==> src/rtl/alu8_flags.sv <==
module alu8_flags #(
  parameter int W = 8
) (
  input  logic         clk,
  input  logic         rst_n,
  input  logic [3:0]   op_i,
  input  logic [W-1:0] a_i,
  input  logic [W-1:0] b_i,
  input  logic         cin_i,
  input  logic [5:0]   flags_i,
  output logic [W-1:0] res_o,
  output logic [5:0]   flags_o
);
  localparam int FV = 5, FH = 4, FI = 3, FN = 2, FZ = 1, FC = 0;
  localparam logic [3:0] OP_ADD = 4'd0, OP_ADC = 4'd1, OP_SUB = 4'd2, OP_SBC = 4'd3,
                         OP_AND = 4'd4, OP_OR  = 4'd5, OP_XOR = 4'd6, OP_INC = 4'd7,
                         OP_DEC = 4'd8, OP_CLR = 4'd9, OP_ASL = 4'd10, OP_ASR = 4'd11,
                         OP_LSR = 4'd12, OP_ROL = 4'd13, OP_ROR = 4'd14, OP_DAA = 4'd15;

  logic         use_c;
  logic [W:0]   sum, dif;
  logic [W:0]   half_sum;
  logic         da_lo, da_hi;
  logic [W-1:0] res_d;
  logic         v_d, h_d, c_d;
  logic         unused_nz;

  assign unused_nz = ^flags_i[FN:FZ];
  assign use_c     = (op_i == OP_ADC || op_i == OP_SBC) ? cin_i : 1'b0;
  assign sum       = {1'b0, a_i} + {1'b0, b_i} + {{W{1'b0}}, use_c};
  assign dif       = {1'b0, a_i} - {1'b0, b_i} - {{W{1'b0}}, use_c};
  assign half_sum  = {1'b0, a_i ^ b_i ^ sum[W-1:0]};
  assign da_lo     = (a_i[3:0] > 4'd9) || flags_i[FH];
  assign da_hi     = (a_i > 8'h99) || flags_i[FC];

  always_comb begin
    res_d = '0;
    v_d   = flags_i[FV];
    h_d   = flags_i[FH];
    c_d   = flags_i[FC];
    case (op_i)
      OP_ADD, OP_ADC: begin
        res_d = sum[W-1:0];
        c_d   = sum[W];
        h_d   = half_sum[4];
        v_d   = (a_i[W-1] == b_i[W-1]) && (sum[W-1] != a_i[W-1]);
      end
      OP_SUB, OP_SBC: begin
        res_d = dif[W-1:0];
        c_d   = dif[W];
        v_d   = (a_i[W-1] != b_i[W-1]) && (dif[W-1] != a_i[W-1]);
      end
      OP_AND: begin res_d = a_i & b_i; v_d = 1'b0; end
      OP_OR:  begin res_d = a_i | b_i; v_d = 1'b0; end
      OP_XOR: begin res_d = a_i ^ b_i; v_d = 1'b0; end
      OP_INC: begin res_d = a_i + 8'd1; v_d = (a_i == 8'h7F); end
      OP_DEC: begin res_d = a_i - 8'd1; v_d = (a_i == 8'h80); end
      OP_CLR: begin res_d = '0; v_d = 1'b0; end
      OP_ASL: begin res_d = {a_i[W-2:0], 1'b0};     c_d = a_i[W-1]; end
      OP_ASR: begin res_d = {a_i[W-1], a_i[W-1:1]}; c_d = a_i[0];   end
      OP_LSR: begin res_d = {1'b0, a_i[W-1:1]};     c_d = a_i[0];   end
      OP_ROL: begin res_d = {a_i[W-2:0], cin_i};    c_d = a_i[W-1]; end
      OP_ROR: begin res_d = {cin_i, a_i[W-1:1]};    c_d = a_i[0];   end
      default: begin
        res_d = a_i + (da_lo ? 8'h06 : 8'h00) + (da_hi ? 8'h60 : 8'h00);
        c_d   = flags_i[FC] | da_hi;
      end
    endcase
    if (op_i >= OP_ASL && op_i <= OP_ROR) v_d = res_d[W-1] ^ c_d;
  end

  always_ff @(posedge clk) begin
    if (!rst_n) begin
      res_o   <= '0;
      flags_o <= '0;
    end else begin
      res_o       <= res_d;
      flags_o[FV] <= v_d;
      flags_o[FH] <= h_d;
      flags_o[FI] <= flags_i[FI];
      flags_o[FN] <= res_d[W-1];
      flags_o[FZ] <= (res_d == '0);
      flags_o[FC] <= c_d;
    end
  end

  AST_I_PASS: assert property (@(posedge clk) disable iff (!rst_n)
    1'b1 |=> flags_o[FI] == $past(flags_i[FI]));
  AST_LOGIC_KEEP: assert property (@(posedge clk) disable iff (!rst_n)
    (op_i == OP_AND || op_i == OP_OR || op_i == OP_XOR) |=>
      !flags_o[FV] && flags_o[FH] == $past(flags_i[FH]) && flags_o[FC] == $past(flags_i[FC]));
  AST_INC_OVF: assert property (@(posedge clk) disable iff (!rst_n)
    (op_i == OP_INC && a_i == 8'h7F) |=> flags_o[FV] && res_o == 8'h80);
  AST_CLR_ZERO: assert property (@(posedge clk) disable iff (!rst_n)
    (op_i == OP_CLR) |=> res_o == '0 && flags_o[FZ] && !flags_o[FN] && !flags_o[FV]);
  AST_SHIFT_V: assert property (@(posedge clk) disable iff (!rst_n)
    (op_i >= OP_ASL && op_i <= OP_ROR) |=> flags_o[FV] == (flags_o[FN] ^ flags_o[FC]));
  AST_DAA_C_STICKY: assert property (@(posedge clk) disable iff (!rst_n)
    (op_i == OP_DAA && flags_i[FC]) |=> flags_o[FC]);
  AST_NZ_MATCH: assert property (@(posedge clk) disable iff (!rst_n)
    1'b1 |=> flags_o[FN] == res_o[W-1] && flags_o[FZ] == (res_o == '0));
endmodule

==> config.mk <==
export PLATFORM = sky130hd
export DESIGN_NAME = alu8_flags
export DESIGN_NICKNAME = d
export VERILOG_FILES = /design/src/rtl/alu8_flags.sv
export SDC_FILE = /design/constraint.sdc
export NUM_CORES = 1
export LEC_CHECK = 0
export BUFFER_PORTS_ARGS = -buffer_cell sky130_fd_sc_hd__buf_2
export CORE_MARGIN = 2
export CORE_UTILIZATION = 55
export DETAILED_ROUTE_END_ITERATION = 10
export GPL_TIMING_DRIVEN = 0
export HOLD_SLACK_MARGIN = 0.05
export PLACE_DENSITY = 0.9
export RECOVER_POWER = 25
export SLEW_MARGIN = 20
export SYNTH_ARGS = -nofsm -noshare
export SYNTH_HDL_FRONTEND = slang
export SYNTH_SLANG_ARGS = --single-unit
==> constraint.sdc <==
create_clock -name clk -period 11.4 [get_ports clk]
set_input_delay 2.28 -clock clk [delete_from_list [all_inputs] [get_ports clk]]
set_output_delay 2.28 -clock clk [all_outputs]
set_load 0.05 [all_outputs]
Word level (Yosys, flattened, before mapping)
Cells that the tools add are included.

Add/sub/neg operators: 8. Magnitude comparators: 4. Equality and inequality tests: 20. Multiplexer cells: 8. Bitwise gates (word level): 6. Reductions and logical operators: 14.

Operators by type and width (number): 8-bit one-hot mux with 13 select lines (1); 4-bit == test, second input constant (7); 4-bit by 3-bit == test with 1-bit output, second input constant (4); 1-bit one-hot mux with 5 select lines (2); 8-bit by 8-bit adder with 9-bit output (1); 9-bit by 1-bit adder with 9-bit output (1); 8-bit by 8-bit subtractor with 9-bit output (1); 9-bit by 1-bit subtractor with 9-bit output (1); 8-bit by 1-bit adder with 8-bit output, second input constant (1); 8-bit by 3-bit adder with 8-bit output (1); 8-bit by 7-bit adder with 8-bit output (1); 8-bit bitwise AND (1); 4-bit by 2-bit == test with 1-bit output, second input constant (2); 8-bit by 7-bit == test with 1-bit output, second input constant (1); 8-bit == test, second input constant (1); 8-bit > comparator, second input constant (1); 8-bit zero test (1); 8-bit bitwise OR (1); 8-bit by 1-bit subtractor with 8-bit output, second input constant (1); 8-bit XOR (1); 7-bit two-way mux (1); 2-bit OR reduction (3); 6-bit OR reduction (1); 5-bit XOR (1); 15 further kinds (23).

Register bits after elaboration: 14. Input bits: 29. Output and inout port bits: 14. Word-level logic and storage cells: 62.

Longest topological paths before layout
Depth in word-level cells: 8. Depth in mapped cells: 16. Gate-level depth less buffers: 13.

Worst setup path after synthesis
Ideal clock, no wire load.

Path type: input to register. Start point: input port op_i[0]. End point: register flags_o[1]. Setup time: 0.087 ns. Data arrival time: 5.445 ns. Data required time: 11.313 ns. Path slack: 5.868 ns. Stages: 9. Buffers on the path: 1. Cells stage by stage: buf_6 > nor4b_1 > ha_1 > xor2_1 > a221o_1 > o32a_1 > nand2b_1 > or4_4 > nor4b_4.

Word-level cells in the longest chain between the ends: 6.

Ends and longest elaborated chain: start: declaration (RTL line 6) `input logic [3:0] op_i,`; 4-bit by 1-bit == test with 1-bit output or 4-bit by 2-bit == test with 1-bit output (tied branches) (RTL line 29, 41); 1-bit logical OR (RTL line 29) `assign use_c = (op_i == OP_ADC || op_i == OP_SBC) ? cin_i : 1'b0;`; 1-bit two-way mux (RTL line 29); 9-bit by 1-bit subtractor with 9-bit output or 9-bit by 1-bit adder with 9-bit output (tied branches) (RTL line 31, 30); 8-bit one-hot mux with 13 select lines * (RTL line 41) `case (op_i)`; 8-bit zero test * (RTL line 82) `flags_o[FZ] <= (res_d == '0);`; end signal: indexed assignment (RTL line 80) `flags_o[FI] <= flags_i[FI];`; end signal: indexed assignment (RTL line 81) `flags_o[FN] <= res_d[W-1];`; end signal: indexed assignment (RTL line 82); end: declaration (RTL line 12) `output logic [5:0] flags_o`.

Every way passes the cells marked *; elsewhere a longest branch is shown, timed or not. A chain may end at the register's enable or synchronous reset.

Worst setup path in the final report
Start point: input port op_i[2]. End point: register res_o[5].

Word-level cells in the longest chain between the ends: 5.

Ends and longest elaborated chain: 4-bit by 1-bit == test with 1-bit output or 4-bit by 2-bit == test with 1-bit output (tied branches) (RTL line 29, 41); 1-bit logical OR (RTL line 29); 1-bit two-way mux (RTL line 29); 9-bit by 1-bit subtractor with 9-bit output or 9-bit by 1-bit adder with 9-bit output (tied branches) (RTL line 31, 30); 8-bit one-hot mux with 13 select lines * (RTL line 41); end signal: assignment (RTL line 77) `res_o <= res_d;`; end: declaration (RTL line 11) `output logic [W-1:0] res_o,`.

Marks and branches as above.

==> metrics.yaml <==
critical_path:
  cp-startpoint: "op_i[2]"
  crit_type: "in2reg"
  cp_max_fo: 10
  cp.required_ns: 11.58
  start_kind: "input port"
  crit_path_end_kind: "register"
  cp.arrival_ns: 6.14
sta:
  fin_crit_sh: 0.522
  maxSlewHeadroom: 0.263
  min_period_ns: 5.96
  maxSlewViolCount: 0
  tns_ns: 0
  tightest_slew_ns: 1.10
  timing.fmax_mhz: 168
  rsz0062_at_grt: "false"
  finalSetupViolCount: 0
  report.final.hold_viol_count: 0
floorplan:
  core_sq_um: 4690
  row_count: 25
  ios: 43
  die_x_microns: 73.5
  start_util: 0.567
  die_h_microns: 73.5
  die_area_sq_um: 5410
routing:
  wl_per_cell_microns: 18.3
  routed_via_density: 6.57
  ant_nets: 0
  vias: 2932
  dr.first_iter.drc_count: 320
  drc: 0
  wl_mm: 8.15
  drt_first_pass_iters: 5
outcome:
  status: "complete, no violations"
clock_tree:
  cts_sinks: 13
  post-cts-setup-buffers: 0
  cts_buffer_depth: 2
  cts_resized: 0
  cts_root_buf: "clkbuf_8"
  tritoncts: "yes"
  ctsHoldBuffers: 0
  cts_max_level: 1
  numCtsBuffers: 3
  path_clk_slew_ns: 0.05
synth:
  synth_cell_types: 62
  synth_edf_count: 0
  yosysSeqAreaShare: 0.0979
  syn_avg_cell_area_sq_um: 7.64
  async_flop_share: 0
  synth_warnings: 0
  syn_inst: 348
  synth_flop_cell: "dfxtp_1"
  synth_fp_nets: 423
  netlist_area_sq_um: 2660
  synth_seq_cells: 13
final_layout:
  final_cell_mix: "ha_1 (40), buf_2 (37), inv_1 (31)"
  layout_commonest_cell: "ha_1"
  antenna_cells: 0
  drive_gt1_frac: 0.138
  final_cells: 446
  nets: 468
  area_delta_synth_final_pct: 11.8
min_path:
  hold_class: "in2reg"
  hold_start: "flags_i[3]"
power:
  leakage_nw: 1.36
  power.internal_uw: 129
  peakVddDrop_v: 0.0000552
  clock_power_share: 0.165
  sequentialPowerShare: 0.214
  switching_share: 0.459
  p_per_area_nw_per_um2: 80.1
  pwr-share-comb: 0.621
  switchingPower_uw: 109
grt:
  grt-ovfl-total: 0
  antenna_found_initial: 0
  grt_max_degree: 13
  grt_pass1_wl_mm: 12.9
  grt_pass1_vias: 2679
  grt.total_usage: 0.307
place:
  place_congestion: 0.988
  place_hpwl_mm: 6.54
  placed_cells: 442
  port_buffers: 39
job:
  maxCapViolCount: 0
[final cells by class]
type,count,area (sq um)
fill,439,1720
timing repair buffer,40,195
sequential,13,260
multi-input combinational,289,2210
buffer,15,76.3
tap,54,67.6
clock buffer,4,45.0
inverter,31,116
[cell families (layout without fill, tap and decap cells)]
logic type      Yosys count  after routing  share of synthesized area
flops                    13             13                     0.0979
mux                       4              4                     0.0160
compound gates          110            110                      0.287
buf+inv                  46             90                     0.0725
xor+xnor                 20             20                     0.0659
fa+ha+maj                46             46                      0.233
simple gates            109            109                      0.228
[state kept, by name, indices dropped and copies added (netlist names)]
register  count
res_o         7
flags_o       6
[cells in the mapped netlist, types with 3 or more instances]
master | n | area share
a21o_1 | 8 | 0.023
a21oi_1 | 26 | 0.049
a221o_1 | 5 | 0.019
a221oi_1 | 3 | 0.0099
a31oi_1 | 5 | 0.012
a41oi_1 | 3 | 0.0099
and2_1 | 7 | 0.016
and3_1 | 5 | 0.012
buf_2 | 4 | 0.0075
clkbuf_1 | 7 | 0.0099
dfxtp_1 | 13 | 0.098
fa_1 | 6 | 0.045
ha_1 | 40 | 0.19
inv_1 | 31 | 0.044
nand2_1 | 16 | 0.023
nand2b_1 | 7 | 0.016
nand3_1 | 11 | 0.021
nor2_1 | 24 | 0.034
nor2b_1 | 9 | 0.021
nor3_1 | 6 | 0.011
o211ai_1 | 6 | 0.017
o21a_1 | 5 | 0.014
o21ai_0 | 19 | 0.036
o31a_1 | 3 | 0.0099
o31ai_1 | 3 | 0.0085
or2_2 | 3 | 0.0071
or3_1 | 5 | 0.012
xnor2_1 | 13 | 0.043
xor2_1 | 7 | 0.023
[critical path: stages]
cell      delay, ns
buf_2          0.09
buf_4          0.15
buf_2          0.21
clkbuf_1       0.44
nor2_1         0.10
nand3_1        0.14
inv_1          0.07
fa_1           0.54
inv_1          0.06
ha_1           0.17
o21a_1         0.22
o31ai_1        0.53
a21boi_0       0.21
xor2_1         0.17
nand2_1        0.08
a41oi_1        0.49
and2_1         0.19
[worst paths after layout]
kind  slack [ns]                     to  depth (start not counted)
max         5.44    res_o[5]$_SDFF_PN0_                         17
min         2.26  flags_o[3]$_SDFF_PN0_                          2
[per-layer routing]
layer  part of all wire  routed length, microns  global-route usage  vias up
met5                  0                       0                   0        -
met4              0.022                     176              0.0869        0
met3               0.10                     819              0.0247       23
met2               0.48                    3880               0.533      195
met1               0.40                    3280               0.405     1350
li1                   -                       -                   -     1364
[through the flow]
step / area, sq um / total power [mW] / utilization / hold slack (ns) / setup WS [ns]
after detailed placement: 2940 / 0.196 / 0.626 / 2.52 / 5.31
final: 2970 / 0.238 / 0.634 / 2.26 / 5.44
after CTS: 2980 / 0.236 / 0.635 / 2.27 / 5.57
after global routing: 2970 / 0.254 / 0.634 / 2.27 / 5.28
after floorplan: 2660 / 0.157 / - / 2.40 / 5.87
after global placement: 2920 / 0.192 / 0.623 / 2.49 / 5.10
[power groups by stage]
stage	combinational, mW	sequential [mW]	clock [mW]
floorplan	0.0889	0.0679	0
global placement	0.140	0.0517	0
detailed placement	0.144	0.0519	0
CTS	0.145	0.0510	0.0399
global route	0.159	0.0515	0.0437
finish	0.148	0.0510	0.0392
(Power assumes the default switching activity.)
